[config.mk]
export PLATFORM = sky130hd
export DESIGN_NAME = uart_irq_ident
export DESIGN_NICKNAME = d
export VERILOG_FILES = /design/src/rtl/uart_irq_pkg.sv /design/src/rtl/irq_flag.sv /design/src/rtl/irq_prio_enc.sv /design/src/rtl/fcr_ctrl.sv /design/src/rtl/uart_irq_ident.sv
export SDC_FILE = /design/constraint.sdc
export NUM_CORES = 1
export LEC_CHECK = 0
export ABC_AREA = 1
export BUFFER_PORTS_ARGS = -buffer_cell sky130_fd_sc_hd__buf_2
export CAP_MARGIN = 40
export CORE_MARGIN = 2
export CORE_UTILIZATION = 42
export DETAILED_ROUTE_END_ITERATION = 6
export PLACE_DENSITY = 0.82
export SETUP_SLACK_MARGIN = 0.5
export SLEW_MARGIN = 25
export SYNTH_ARGS = -nofsm -noshare
export SYNTH_HDL_FRONTEND = slang
export SYNTH_SLANG_ARGS = --single-unit
[constraint.sdc]
create_clock -name clk -period 1.74 [get_ports clk]
set_input_delay 0.087 -clock clk [delete_from_list [all_inputs] [get_ports clk]]
set_output_delay 0.087 -clock clk [all_outputs]
set_load 0.1 [all_outputs]
[src/rtl/uart_irq_pkg.sv]
package uart_irq_pkg;
   localparam int NUM_LVL   = 7;
   localparam int EXT_FIRST = 5;
   localparam int CODE_W    = 6;

   localparam logic [CODE_W-1:0] C_LINE  = 6'b000110;
   localparam logic [CODE_W-1:0] C_RXRDY = 6'b000100;
   localparam logic [CODE_W-1:0] C_RXTMO = 6'b001100;
   localparam logic [CODE_W-1:0] C_TXE   = 6'b000010;
   localparam logic [CODE_W-1:0] C_MODEM = 6'b000000;
   localparam logic [CODE_W-1:0] C_SFC   = 6'b010000;
   localparam logic [CODE_W-1:0] C_CHG   = 6'b100000;
   localparam logic [CODE_W-1:0] C_NONE  = 6'b000001;

   function automatic logic [CODE_W-1:0] lvl_code(input int idx);
      case (idx)
         0: lvl_code = C_LINE;
         1: lvl_code = C_RXRDY;
         2: lvl_code = C_RXTMO;
         3: lvl_code = C_TXE;
         4: lvl_code = C_MODEM;
         5: lvl_code = C_SFC;
         6: lvl_code = C_CHG;
         default: lvl_code = C_NONE;
      endcase
   endfunction
endpackage

[src/rtl/irq_flag.sv]
module irq_flag #(
   parameter bit CLR_WINS = 1'b0
) (
   input  logic clk,
   input  logic rst_n,
   input  logic set_i,
   input  logic clr_i,
   output logic q_o
);
   logic q_n;

   generate
      if (CLR_WINS) begin : g_clr_wins
         always_comb q_n = clr_i ? 1'b0 : (set_i ? 1'b1 : q_o);
      end else begin : g_set_wins
         always_comb q_n = set_i ? 1'b1 : (clr_i ? 1'b0 : q_o);
      end
   endgenerate

   always_ff @(posedge clk) begin
      if (!rst_n) q_o <= 1'b0;
      else        q_o <= q_n;
   end

   // a set flag holds until its clear strobe
   p_hold_r6: assert property (@(posedge clk) disable iff (!rst_n)
      q_o && !clr_i |=> q_o);
   // in the set-wins variant a set always lands
   p_set_r9: assert property (@(posedge clk) disable iff (!rst_n)
      set_i && !(CLR_WINS && clr_i) |=> q_o);
endmodule

[src/rtl/irq_prio_enc.sv]
module irq_prio_enc
   import uart_irq_pkg::*;
#(
   parameter int N = NUM_LVL
) (
   input  logic              clk,
   input  logic              rst_n,
   input  logic [N-1:0]      req,
   output logic [CODE_W-1:0] code_o
);
   generate
      if (N != NUM_LVL) begin : g_bad_n
         $error("irq_prio_enc: N must equal the number of priority levels");
      end
   endgenerate

   logic [CODE_W-1:0] sel;

   always_comb begin
      sel = C_NONE;
      for (int i = N - 1; i >= 0; i--) begin
         if (req[i]) sel = lvl_code(i);
      end
   end

   always_ff @(posedge clk) begin
      if (!rst_n) code_o <= C_NONE;
      else        code_o <= sel;
   end

   // the top level always wins on the next edge
   p_top_wins_r3: assert property (@(posedge clk) disable iff (!rst_n)
      req[0] |=> code_o == C_LINE);
   // no request gives the idle code
   p_idle_r1: assert property (@(posedge clk) disable iff (!rst_n)
      req == '0 |=> code_o == C_NONE);
endmodule

[src/rtl/fcr_ctrl.sv]
module fcr_ctrl #(
   parameter int W = 8
) (
   input  logic         clk,
   input  logic         rst_n,
   input  logic         wr,
   input  logic [W-1:0] wdata,
   output logic [W-1:0] q
);
   generate
      if (W < 3) begin : g_bad_w
         $error("fcr_ctrl: width must be at least 3");
      end
   endgenerate

   logic qual;
   assign qual = wr && wdata[0];

   always_ff @(posedge clk) begin
      if (!rst_n) begin
         q <= '0;
      end else begin
         if (wr) q[0] <= wdata[0];
         q[1] <= qual && wdata[1];
         if (qual) q[W-1:2] <= wdata[W-1:2];
      end
   end

   // an unqualified write keeps the upper bits
   p_qual_r11: assert property (@(posedge clk) disable iff (!rst_n)
      wr && !wdata[0] |=> q[W-1:2] == $past(q[W-1:2]));
   // the reset pulse lasts one cycle
   p_pulse_r12: assert property (@(posedge clk) disable iff (!rst_n)
      q[1] && !qual |=> !q[1]);
endmodule

[src/rtl/uart_irq_ident.sv]
module uart_irq_ident
   import uart_irq_pkg::*;
#(
   parameter int FCR_W = 8
) (
   input  logic             clk,
   input  logic             rst_n,
   input  logic             lvl_line,
   input  logic             lvl_rxrdy,
   input  logic             lvl_rxtmo,
   input  logic             lvl_txe,
   input  logic             lvl_modem,
   input  logic             ev_match,
   input  logic             ev_xon,
   input  logic             ev_out_chg,
   input  logic             ev_in_chg,
   input  logic [6:0]       src_en,
   input  logic             ext_en,
   input  logic             stat_rd,
   input  logic             msr_rd,
   input  logic             fcr_wr,
   input  logic [FCR_W-1:0] fcr_wdata,
   output logic [7:0]       isr_byte,
   output logic             irq_n,
   output logic [FCR_W-1:0] fcr_cfg,
   output logic             rx_fifo_clr
);
   generate
      if (FCR_W != 8) begin : g_bad_fcr
         $error("uart_irq_ident: control byte must be 8 bits");
      end
   endgenerate

   logic sfc_q, ochg_q, ichg_q;
   logic [NUM_LVL-1:0] raw, eff;
   logic [CODE_W-1:0]  code;

   irq_flag #(.CLR_WINS(1'b1)) u_sfc (
      .clk(clk), .rst_n(rst_n), .set_i(ev_match), .clr_i(ev_xon), .q_o(sfc_q));
   irq_flag #(.CLR_WINS(1'b0)) u_ochg (
      .clk(clk), .rst_n(rst_n), .set_i(ev_out_chg), .clr_i(stat_rd), .q_o(ochg_q));
   irq_flag #(.CLR_WINS(1'b0)) u_ichg (
      .clk(clk), .rst_n(rst_n), .set_i(ev_in_chg), .clr_i(msr_rd), .q_o(ichg_q));

   assign raw = {ochg_q | ichg_q, sfc_q, lvl_modem, lvl_txe, lvl_rxtmo, lvl_rxrdy, lvl_line};

   genvar gi;
   generate
      for (gi = 0; gi < NUM_LVL; gi++) begin : g_mask
         if (gi >= EXT_FIRST) begin : g_ext
            assign eff[gi] = raw[gi] & src_en[gi] & ext_en;
         end else begin : g_base
            assign eff[gi] = raw[gi] & src_en[gi];
         end
      end
   endgenerate

   irq_prio_enc #(.N(NUM_LVL)) u_enc (
      .clk(clk), .rst_n(rst_n), .req(eff), .code_o(code));

   fcr_ctrl #(.W(FCR_W)) u_fcr (
      .clk(clk), .rst_n(rst_n), .wr(fcr_wr), .wdata(fcr_wdata), .q(fcr_cfg));

   assign isr_byte    = {{2{fcr_cfg[0]}}, code};
   assign irq_n       = code[0];
   assign rx_fifo_clr = fcr_cfg[1];

   // extended sources stay hidden while disabled
   p_ext_mask_r5: assert property (@(posedge clk) disable iff (!rst_n)
      !ext_en |=> isr_byte[5:4] == 2'b00);
   // any enabled source pulls the pending line low
   p_pending_r1: assert property (@(posedge clk) disable iff (!rst_n)
      (|eff) |=> !irq_n);
   // a disabled line error source is never encoded
   p_en_r4: assert property (@(posedge clk) disable iff (!rst_n)
      !src_en[0] |=> isr_byte[5:0] != C_LINE);
endmodule

# == After elaboration in Yosys (flattened, before gate mapping) ==
# Cells that the tools add are included.
# W data, S select, Z words.
# classes
mux,11
bitwise_logic,11
n_reduce_logical,8
# op_table
cell,count
$mux W4,3
$and A1 B1 Y1,9
$reduce_or A7 Y1,1
$mux W3,2
$mux W6,1
$reduce_or A6 Y1,1
$mux W5,1
$mux W1,4
$reduce_bool A2 Y1,2
$reduce_or A3 Y1,1
$logic_and A1 B1 Y1,2
$reduce_or A2 Y1,1
$not A1 Y1,1
$or A1 B1 Y1,1
# totals
wordCells,40
regBits,17
inputBits,30
out_inout_bits,18

# == Logic depth before layout (Yosys ltp) ==
# logic_depth
word_depth,10
ltp_mapped,5

# == Modules after synthesis ==
# Synthesis repeated with hierarchy kept, for this count alone.
# unflattened
hier_cells,106
area_unflattened_um2,735.7
# by_module_without_submodules
module,area_per_inst_um2,cells_per_inst,instances
fcr_ctrl,319.1,45,1
irq_prio_enc,203.9,24,1
uart_irq_ident,90.1,20,1
irq_flag (u_ichg ...),43.8,6,2
irq_flag (u_sfc),35.0,5,1

# == Worst setup path before layout ==
# Ideal clock, no wire load.
# synth_path
kind,register to output
startpoint,register u_fcr.q[0]
endpoint,output port isr_byte[6]
required_ps,1653
path_stages_with_launch,2
arrival_time_ps,1391
slack_ps,262
n_path_buf,1
path_cell_list,dfxtp_1 > buf_4
# synth_rtl
item,line_no,text
start: declaration,fcr_ctrl.sv:8,output logic [W-1:0] q
start signal: assignment,fcr_ctrl.sv:23,if (wr) q[0] <= wdata[0];
start signal: indexed assignment,fcr_ctrl.sv:25,if (qual) q[W-1:2] <= wdata[W-1:2];
end: declaration,uart_irq_ident.sv:23,"output logic [7:0] isr_byte,"
# No word-level cell between the ends.

# == Worst setup path in the final report ==
# layout_path
startpoint,register u_fcr.q[0]
endpoint,output port fcr_cfg[0]
# layout_rtl
item,line_no,text
end: declaration,uart_irq_ident.sv:25,"output logic [FCR_W-1:0] fcr_cfg,"
# No word-level cell between the ends.

==> results by group <==
Status
  – Status: complete, no violations

Worst hold path
  – Worst hold stages: 3
  – Min-delay src: fcr_wdata[1]
  – Hold EP: u_fcr.q[1]
  – Min-delay worst type: in -> reg

Logic synthesis
  – Post-Synthesis Net Count: around 120
  – Mux contribution to synthesized area: 0
  – Register bit total from synthesis: 17
  – Avg Cell Area, Syn: 7.82 sq um
  – Register area share after synthesis: 0.500
  – Synth Area in Adders: 0
  – Synthesized instance count: 87
  – Simple-Gate Fraction of Synth Area: 0.298
  – Post-Syn Area: between 600 and 700 sq um
  – Yosys cell types: 16
  – Largest family of logic cells by synthesized area: simple AND/OR/NAND/NOR gates
  – Post-synthesis compound-gate area fraction: 0.0809
  – Synthesis warning total: 0
  – Post-Synth XOR/XNOR Area: 0

Floorplanning
  – Core Rows: 14
  – Initial Utilization: 0.452
  – Die area: roughly 2000 sq um
  – CORE AREA: 1510 sq um
  – Die height: 44.3 microns
  – Die width: 44.3 microns
  – I/O Pins: 48

Critical path
  – Crit Path Max Fanout: 4
  – Largest incremental delay on the critical path: between 0.4 and 0.5 ns
  – R2R Path Start: u_ichg.q_o
  – R2R depth: 3
  – Reg2reg end: u_enc.code_o[0]
  – Worst EP arrival: around 1.1 ns
  – CP cell instances: buf_2
  – Critical path depth in cells: 1
  – R2r setup slk: 0.93 ns
  – Cell family with most CP delay: buffers and inverters
  – Slowest stage cell on the critical path: buf_2
  – CP endpoint kind: primary output
  – WP buf/inv: 1
  – CP Data Required Time: roughly 1.7 ns
  – Startpoint Class: register
  – Crit. Startpoint: u_fcr.q[0]
  – CP Class: reg -> out

STA
  – Endpoints failing hold: 0
  – Slew of the pin with the lowest slew margin: a little under 0.5 ns
  – Final period util: 0.657
  – Crit path time final: around 1.1 ns
  – Endpoints failing setup: 0
  – Slew Limit Fails: 0
  – TNS Setup: 0 ns
  – Clock skew: ~0.0050 ns
  – RSZ-0062 raised after global routing: no
  – Relative max-transition margin: 0.677
  – Fmax: 874 MHz

Finish
  – P&R area growth vs syn: 39.0%
  – Non-Filler Instances: 151
  – Commonest non-fill, non-tap cell in the layout: buf_2
  – Ant. Diodes: 0
  – Commonest cells after routing, fill and taps aside: buf_2 (47), nor2_1 (22), dfxtp_1 (14), nand2_1 (12), inv_1 (9)
  – Fill count: 147
  – Post-route design area: about 950 sq um
  – Fraction of layout cells with a size suffix above 1: 0.459
  – Final #Nets: roughly 170

Global routing
  – Initial antenna violation count: 0
  – First-pass GRT wire length: 2390 microns
  – Vias in the first global route: around 630
  – Pin count of the biggest net entering global routing: 11
  – Overall global routing resource usage: 0.169
  – GRT Residual Overflow: 0

Clock tree
  – CTS tree: yes
  – Clk sink count: 17
  – Post-CTS Setup Bufs: 0
  – Clk_lat worst skew: ~0.29 ns
  – Clk buf depth: 2
  – Clock root buffer: clkbuf_4
  – Clock transition at path regs: approximately 0.1 ns
  – Post-cts resize count: 0
  – CTS Buf Count: 3
  – H-tree levels: 1

Place
  – Inst Count DP: about 150
  – Routability cong.: around 0.77
  – IO buf count: 47
  – Placed inst area: between 800 and 900 sq um
  – DP Wirelength: 1150 microns

Power
  – Tot Pwr: roughly 910 uW
  – Max VDD drop: between 500 and 600 uV
  – Pwr per Cell Area: between 900 and 1000 nW/um^2
  – Leakage power: about 0.53 nW

Route
  – DR vias: 691
  – Drt wl/cell: just under 10 microns
  – WL final: ~1500 microns
  – Pre-antenna DRT Iters: 4
  – DR iter-0 viols: 6
  – Antenna-violating nets left: 0
  – DRC Markers: 0
  – Via/cell ratio: about 4.6

Job
  – Max Cap Viol: 0
-- cells by family (layout without fill, tap and decap cells) --
kind of cell / Yosys count / count (layout)
buffers and inverters: 16 / 64
flip-flops: 17 / 17
AND/OR/NAND/NOR: 43 / 43
AO/OA/AOI/OAI: 11 / 11
-- final cells by class --
type / count / area [sq um] / area share
repair buffers: 49 / 255 / 0.270
flip-flops and latches: 17 / 344 / 0.364
clock inverters: 1 / 5.00 / 0.00529
inverters: 11 / 41.3 / 0.0437
clock buffers: 3 / 22.5 / 0.0238
multi-input cells: 54 / 258 / 0.272
well taps: 16 / 20.0 / 0.0212
-- repair_timing --
action / in CTS / in global routing
hold endpoints to repair: 2 / 0
endpoints found under the setup margin: 0 / 0
hold buffers: 2 / 0
-- synth_stat cells --
library cell,instances,area [sq um]
nand2_1,12,45.0
buf_6,1,11.3
a21oi_1,3,15.0
nand2_4,3,33.8
nor3_1,1,5.00
nand2_2,1,6.26
dfxtp_1,17,340
nor2_1,22,82.6
o21ai_0,8,40.0
nor3b_1,1,7.51
inv_1,9,33.8
buf_4,4,30.0
nand3_1,1,5.00
inv_2,2,7.51
nor2_4,1,11.3
nor2_2,1,6.26
-- flip-flops by register name (all words and copies together), names as in the netlist --
signal and flops:
u_fcr.q 8, u_enc.code_o 6, u_ichg.q_o 1, u_ochg.q_o 1
u_sfc.q_o 1
-- layer usage --
layer / vias up / GRT usage / routed length, microns
li1: 356 / - / -
met1: 307 / 0.174 / 599
met2: 24 / 0.306 / 762
met3: 4 / 0.0245 / 82
met4: 0 / 0.127 / 46
met5: - / 0 / 0
-- stage by stage --
stage	setup WS [ns]	hold WS (ns)	utilization
finish	0.596	0.0146	0.628
global route	0.542	0.0268	0.628
CTS	0.583	0.00747	0.628
detailed placement	0.910	0.262	0.596
global placement	0.917	0.254	0.596
floorplan	0.533	0.166	-
-- power breakdown --
part | switching [mW] | total (mW) | internal (mW) | leakage, nW
Combinational | 0.216 | 0.278 | 0.0617 | 0.376
Clock | 0.127 | 0.212 | 0.0854 | 0.0177
Sequential | 0.00875 | 0.420 | 0.411 | 0.141
Total | 0.351 | 0.909 | 0.558 | 0.535
-- worst max-delay path by stage --
stage                 end  slack, ns
3_3_place_gp   fcr_cfg[6]       0.92
2_1_floorplan  u_fcr.q[2]       0.53
6_report       fcr_cfg[0]       0.60
3_5_place_dp   fcr_cfg[6]       0.91
4_1_cts        fcr_cfg[6]       0.58
5_1_grt        fcr_cfg[6]       0.54
Note: power is estimated with default switching activity, not from simulation.
